`src/rtl/xbus_pkg.sv`:
```
package xbus_pkg;
    typedef enum logic [2:0] {
        ST_IDLE,
        ST_ADDR,
        ST_AHOLD,
        ST_WSETUP,
        ST_STROBE,
        ST_WHOLD,
        ST_FINISH
    } xbus_state_t;
endpackage

```
`src/rtl/xbus_ctrl_fsm.sv`:
```
module xbus_ctrl_fsm
    import xbus_pkg::*;
#(
    parameter int SHORT_LEN = 3,
    parameter int LONG_LEN  = 15,
    parameter int CNT_W     = 4
) (
    input  logic        clk,
    input  logic        rst_n,
    input  logic        req_valid,
    input  logic        req_write,
    input  logic        req_stretch,
    output xbus_state_t state,
    output logic        load,
    output logic        last_strobe,
    output logic        ale,
    output logic        rd_n,
    output logic        wr_n,
    output logic        done
);
    localparam logic [CNT_W-1:0] SHORT_LAST = CNT_W'(SHORT_LEN - 1);
    localparam logic [CNT_W-1:0] LONG_LAST  = CNT_W'(LONG_LEN - 1);

    xbus_state_t      state_nx;
    logic [CNT_W-1:0] cnt_q;
    logic             write_q;
    logic             stretch_q;

    assign load        = (state == ST_IDLE) && req_valid;
    assign last_strobe = (cnt_q == (stretch_q ? LONG_LAST : SHORT_LAST));

    always_ff @(posedge clk) begin
        if (!rst_n) begin
            state     <= ST_IDLE;
            cnt_q     <= '0;
            write_q   <= 1'b0;
            stretch_q <= 1'b0;
        end else begin
            state <= state_nx;
            cnt_q <= (state == ST_STROBE) ? cnt_q + 1'b1 : '0;
            if (load) begin
                write_q   <= req_write;
                stretch_q <= req_stretch;
            end
        end
    end

    always_comb begin
        state_nx = state;
        unique case (state)
            ST_IDLE:   if (req_valid) state_nx = ST_ADDR;
            ST_ADDR:   state_nx = ST_AHOLD;
            ST_AHOLD:  state_nx = write_q ? ST_WSETUP : ST_STROBE;
            ST_WSETUP: state_nx = ST_STROBE;
            ST_STROBE: if (last_strobe) state_nx = write_q ? ST_WHOLD : ST_FINISH;
            ST_WHOLD:  state_nx = ST_FINISH;
            ST_FINISH: state_nx = ST_IDLE;
            default:   state_nx = ST_IDLE;
        endcase
    end

    always_comb begin
        ale  = 1'b0;
        rd_n = 1'b1;
        wr_n = 1'b1;
        done = 1'b0;
        unique case (state)
            ST_ADDR:   ale = 1'b1;
            ST_STROBE: begin
                rd_n = write_q;
                wr_n = !write_q;
            end
            ST_FINISH: done = 1'b1;
            default: ;
        endcase
    end

    // strobe-length checker: run length of the low strobe
    logic [CNT_W:0] low_run_q;
    always_ff @(posedge clk) begin
        if (!rst_n) low_run_q <= '0;
        else if (!rd_n || !wr_n) low_run_q <= low_run_q + 1'b1;
        else low_run_q <= '0;
    end


    strobe_len_chk: assert property (@(posedge clk) disable iff (!rst_n)
        (rd_n && wr_n && low_run_q != '0) |->
        (low_run_q == (stretch_q ? (CNT_W+1)'(LONG_LEN) : (CNT_W+1)'(SHORT_LEN))));


    done_pulse_chk: assert property (@(posedge clk) disable iff (!rst_n)
        done |=> !done);
endmodule

```
`src/rtl/xbus_port_mux.sv`:
```
module xbus_port_mux
    import xbus_pkg::*;
#(
    parameter int DW = 8
) (
    input  logic          clk,
    input  logic          rst_n,
    input  xbus_state_t   state,
    input  logic          load,
    input  logic          last_strobe,
    input  logic          req_write,
    input  logic          req_short,
    input  logic          req_page,
    input  logic [DW-1:0] req_addr_lo,
    input  logic [DW-1:0] req_addr_hi,
    input  logic [DW-1:0] req_wdata,
    input  logic [DW-1:0] p2_reg,
    input  logic [DW-1:0] p0_in,
    output logic [DW-1:0] p0_out,
    output logic          p0_oe,
    output logic [DW-1:0] p2_out,
    output logic [DW-1:0] rdata
);
    logic [DW-1:0] lo_q, hi_q, wd_q;
    logic          use_reg_q;
    logic          write_q;

    always_ff @(posedge clk) begin
        if (!rst_n) begin
            lo_q      <= '0;
            hi_q      <= '0;
            wd_q      <= '0;
            use_reg_q <= 1'b1;
            write_q   <= 1'b0;
            rdata     <= '0;
        end else begin
            if (load) begin
                lo_q      <= req_addr_lo;
                hi_q      <= req_addr_hi;
                wd_q      <= req_wdata;
                use_reg_q <= req_short || req_page;
                write_q   <= req_write;
            end
            if (state == ST_STROBE && last_strobe && !write_q)
                rdata <= p0_in;
        end
    end

    always_comb begin
        p0_oe  = 1'b0;
        p0_out = '0;
        p2_out = use_reg_q ? p2_reg : hi_q;
        unique case (state)
            ST_IDLE, ST_FINISH: p2_out = p2_reg;
            ST_ADDR, ST_AHOLD: begin
                p0_oe  = 1'b1;
                p0_out = lo_q;
            end
            ST_WSETUP, ST_WHOLD: begin
                p0_oe  = 1'b1;
                p0_out = wd_q;
            end
            ST_STROBE: begin
                p0_oe  = write_q;
                p0_out = write_q ? wd_q : '0;
            end
            default: ;
        endcase
    end
endmodule

```
`src/rtl/xbus_seq.sv`:
```
module xbus_seq #(
    parameter int DW        = 8,
    parameter int SHORT_LEN = 3,
    parameter int LONG_LEN  = 15
) (
    input  logic          clk,
    input  logic          rst_n,
    input  logic          req_valid,
    input  logic          req_write,
    input  logic          req_short,
    input  logic [DW-1:0] req_addr_lo,
    input  logic [DW-1:0] req_addr_hi,
    input  logic [DW-1:0] req_wdata,
    input  logic          req_stretch,
    input  logic          req_page,
    input  logic [DW-1:0] p2_reg,
    input  logic [DW-1:0] p0_in,
    output logic          ale,
    output logic          rd_n,
    output logic          wr_n,
    output logic [DW-1:0] p0_out,
    output logic          p0_oe,
    output logic [DW-1:0] p2_out,
    output logic [DW-1:0] rdata,
    output logic          done
);
    localparam int CNT_W = $clog2(LONG_LEN + 1);

    xbus_pkg::xbus_state_t state;
    logic load, last_strobe;

    xbus_ctrl_fsm #(
        .SHORT_LEN(SHORT_LEN), .LONG_LEN(LONG_LEN), .CNT_W(CNT_W)
    ) fsm_i (
        .clk(clk), .rst_n(rst_n), .req_valid(req_valid),
        .req_write(req_write), .req_stretch(req_stretch),
        .state(state), .load(load), .last_strobe(last_strobe),
        .ale(ale), .rd_n(rd_n), .wr_n(wr_n), .done(done)
    );

    xbus_port_mux #(.DW(DW)) port_i (
        .clk(clk), .rst_n(rst_n), .state(state), .load(load),
        .last_strobe(last_strobe), .req_write(req_write),
        .req_short(req_short), .req_page(req_page),
        .req_addr_lo(req_addr_lo), .req_addr_hi(req_addr_hi),
        .req_wdata(req_wdata), .p2_reg(p2_reg), .p0_in(p0_in),
        .p0_out(p0_out), .p0_oe(p0_oe), .p2_out(p2_out), .rdata(rdata)
    );


    strobe_excl_chk: assert property (@(posedge clk) disable iff (!rst_n)
        !(!rd_n && !wr_n));


    ale_addr_hold_chk: assert property (@(posedge clk) disable iff (!rst_n)
        ale |=> (!ale && p0_oe && p0_out == $past(p0_out)));


    read_float_chk: assert property (@(posedge clk) disable iff (!rst_n)
        !rd_n |-> !p0_oe);


    write_hold_chk: assert property (@(posedge clk) disable iff (!rst_n)
        (wr_n && !$past(wr_n)) |-> (p0_oe && p0_out == $past(p0_out)));


    done_idle_bus_chk: assert property (@(posedge clk) disable iff (!rst_n)
        done |-> (rd_n && wr_n && !ale && p2_out == p2_reg));
endmodule

```
`config.mk`:
```
export PLATFORM = sky130hd
export DESIGN_NAME = xbus_seq
export DESIGN_NICKNAME = d
export VERILOG_FILES = /design/src/rtl/xbus_pkg.sv /design/src/rtl/xbus_ctrl_fsm.sv /design/src/rtl/xbus_port_mux.sv /design/src/rtl/xbus_seq.sv
export SDC_FILE = /design/constraint.sdc
export NUM_CORES = 1
export LEC_CHECK = 0
export BUFFER_PORTS_ARGS = -buffer_cell sky130_fd_sc_hd__clkbuf_2
export CORE_MARGIN = 2
export CORE_UTILIZATION = 40
export DETAILED_ROUTE_END_ITERATION = 12
export PLACE_DENSITY = 0.67
export SYNTH_ARGS = -nofsm -noshare
export SYNTH_HDL_FRONTEND = slang
export SYNTH_SLANG_ARGS = --single-unit
```
`constraint.sdc`:
```
create_clock -name clk -period 2.2 [get_ports clk]
set_input_delay 0.44 -clock clk [delete_from_list [all_inputs] [get_ports clk]]
set_output_delay 0.44 -clock clk [all_outputs]
set_load 0.02 [all_outputs]
```
==> flow_summary.toml <==
[outcome]
outcome = "complete, no violations"

[finish]
final_cells = 384
area_growth_pct = 27.0
num-nets-final = 362
n_fill_cell = 515
diodes = 0
drive_gt1_share_pct = 37.9

[place]
hpwl_um = 3610
placed_cells = 376
dp_slack_ns = 0.354
gp_congestion = 0.803
portBuffers = 75

[logic_synthesis]
yosys_warnings = 0
ys_ff_latch = 42
synth_largest_area_cell = "dfxtp_1"
ys.flop_type = "dfxtp_1"
netlist_top_cells_count = "nand2_1 (68), dfxtp_1 (42), a21boi_0 (22)"
synth-edff-count = 0
synthesis.instances = 238
synth.most_common_cell = "nand2_1"
syn_nets = 287
synth_area_sq_mm = 0.00209
syn_avg_cell_area_sq_um = 8.78
yosysSeqAreaShare_pct = 40.2
yosysUniqueCellTypes = 39
yosys.area.top_type_share_pct = 40.2
synthTopCellsByArea = "dfxtp_1 (40%), nand2_1 (12%), mux2_2 (8.6%)"
async_reset_ff_share_pct = 0

[worst_hold_path]
hp-start = "req_addr_hi[5]"
hp-class = "primary input to flop"
holdPathStages = 3

[pwr]
pwr-share-comb_pct = 22.7
p_seq_share_pct = 49.3
pwr-share-clk_pct = 28.0
power_density_mw_per_mm2 = 658
ir_drop_uv = 326
swShare_pct = 30.4
leakagePower_uw = 0.00112
power_switching_uw = 531
internal_power_uw = 1220

[floorplanning]
rows = 26
core_area_sq_mm = 0.00507
die_area_sq_mm = 0.00582
initial_core_util_pct = 41.2
die_x_um = 76.3
ioPinCount = 76
die_h_um = 76.3

[timing]
setup_violations = 0
rsz0062_at_grt = "false"
timing.slew.headroom_pct = 72.4
fmax_mhz = 479
hold_viol_final = 0
setup_ws_ns = 0.114
slew_violations = 0
min_period_ns = 2.09
whs_ns = 0.362
tns_ns = 0
tightest_slew_ns = 0.413
clock_skew_ns = 0.00500
post-route-period-util_pct = 94.8

[cts]
clk_latency_ns = 0.29
numCtsBuffers = 5
htreeDepth = 2
hold_buffers = 0
cts.clk_slew.worst_paths_ns = 0.08
cts_num_sinks = 42
post_cts_buffers = 0
clock-root-buffer = "clkbuf_8"
cts_tree = "done"
clockBufferDepth = 2
cts-resized-gates = 0

[setup_path]
slowest_delay_ns = 0.35
worst-path-max-fanout = 8
rr_worst_depth = 5
reg2reg_from = "fsm_i.state[1]$_SDFFE_PN0P_"
worst-path-stages = 4
crit_start = "fsm_i.state[2]$_SDFFE_PN0P_"
crit_end = "p2_out[0]"
crit_required_ns = 1.76
cp_top_family = "flip-flops"
worstSetupStartpointType = "flop"
critPathSlowestCell = "dfxtp_2"
r2r_end = "port_i.lo_q[1]$_SDFFE_PN0P_"
r2r_setup_slack_ns = 0.47
critPathKind = "flop to output pin"
crit_chain = "or2b_1, a31o_4, mux2_2, clkbuf_2"
cp.arrival_ns = 1.65
crit_buf_inv = 1
setup.worst_path.end_class = "output pin"

[global_route]
grt_first_pass_wirelength_um = 8220
antenna_found_initial = 0
grt_max_degree = 26
grt-ovfl-total = 0
grt.total_usage_pct = 17.2
grt_pass1_vias = 1799

[route]
drtPass1Iterations = 4
via_per_inst = 4.91
ant_nets = 0
dr_total_vias = 1885
wl_per_cell_um = 12.6
drtIter0Drc = 63
drc = 0
wirelength_um = 4850

[job]
maxCapViolCount = 0
[metrics by stage]
step / total power, uW / util, % / instance area [sq um]
3_5_place_dp: 1270 / 50.2 / 2550
5_1_grt: 1860 / 52.3 / 2660
4_1_cts: 1770 / 51.9 / 2630
3_3_place_gp: 1270 / 50.2 / 2550
6_report: 1750 / 52.3 / 2660
2_1_floorplan: 1140 / - / 2090
[worst min-delay path by stage]
stage	end	slack, ns
after floorplan	fsm_i.cnt_q[0]$_SDFF_PN0_	0.43
after global placement	port_i.hi_q[4]$_SDFFE_PN0P_	0.44
after detailed placement	port_i.hi_q[7]$_SDFFE_PN0P_	0.45
after CTS	port_i.hi_q[5]$_SDFFE_PN0P_	0.35
after global routing	port_i.rdata[3]$_SDFFE_PN0P_	0.35
final	port_i.hi_q[5]$_SDFFE_PN0P_	0.36
[worst reg2reg max path, cell delays in order, from the launching register on]
cell and delay, ns:
dfxtp_2 0.35, buf_8 0.16, or4b_1 0.71, buf_4 0.27, nand2_1 0.07, a21boi_0 0.07
[placed cells by master, fill, tap and decap left out, types with 2 or more instances in the layout]
cell,n
clkbuf_2,75
nand2_1,68
dfxtp_1,39
a21boi_0,22
mux2_2,16
buf_4,10
a22oi_1,8
o2bb2ai_1,8
mux2i_1,8
nor2_1,6
a21boi_1,5
clkbuf_8,5
inv_1,4
nand3_1,4
dfxtp_2,3
nor3_1,2
a21oi_1,2
nand2b_1,2
o21ai_0,2
or4b_4,2
ha_1,2
[cells by family (layout without fill, tap and decap cells)]
family | count (synthesis) | count (layout) | share of synthesized area [%]
AOI/OAI and AO/OA | 56 | 56 | 20.8
xor gates and xnor gates | 2 | 2 | 0.838
adders and majority gates | 2 | 2 | 1.20
buffers and inverters | 22 | 98 | 4.97
DFF | 42 | 42 | 40.2
muxes | 24 | 24 | 12.4
and+or+nand+nor | 90 | 90 | 19.5
[per-layer routing]
layer  wire length, um  global-route usage, %  vias up
met3               280                   5.33        5
met4                55                   6.00        0
met5                 0                      0        -
met1              2190                   20.8      859
li1                  -                      -      971
met2              2320                   28.8       50
[power by group through the flow]
stage                     clock network [uW]  logic (uW)  registers, uW
after CTS                                513         399            859
after global placement                     0         393            875
final                                    488         397            862
after detailed placement                   0         397            877
after global routing                     547         443            871
after floorplan                            0         279            859
[layout make-up]
type                            instances  area (sq um)  area share, %
Clock buffer                            6          72.6           2.73
Clock inverter                          2          13.8          0.518
Inverter                                4          15.0          0.565
Multi-Input combinational cell        174          1160           43.6
Sequential cell                        42           845           31.8
Tap cell                               70          87.6           3.30
Timing Repair Buffer                   86           465           17.5
[registers in the layout (all words and copies together) (netlist names)]
signal / cells
port_i.hi_q: 8
port_i.lo_q: 8
port_i.rdata: 8
port_i.wd_q: 8
fsm_i.cnt_q: 4
fsm_i.state: 3
fsm_i.stretch_q: 1
fsm_i.write_q: 1
port_i.use_reg_q: 1
No activity file was read; power rests on OpenSTA's default activity.
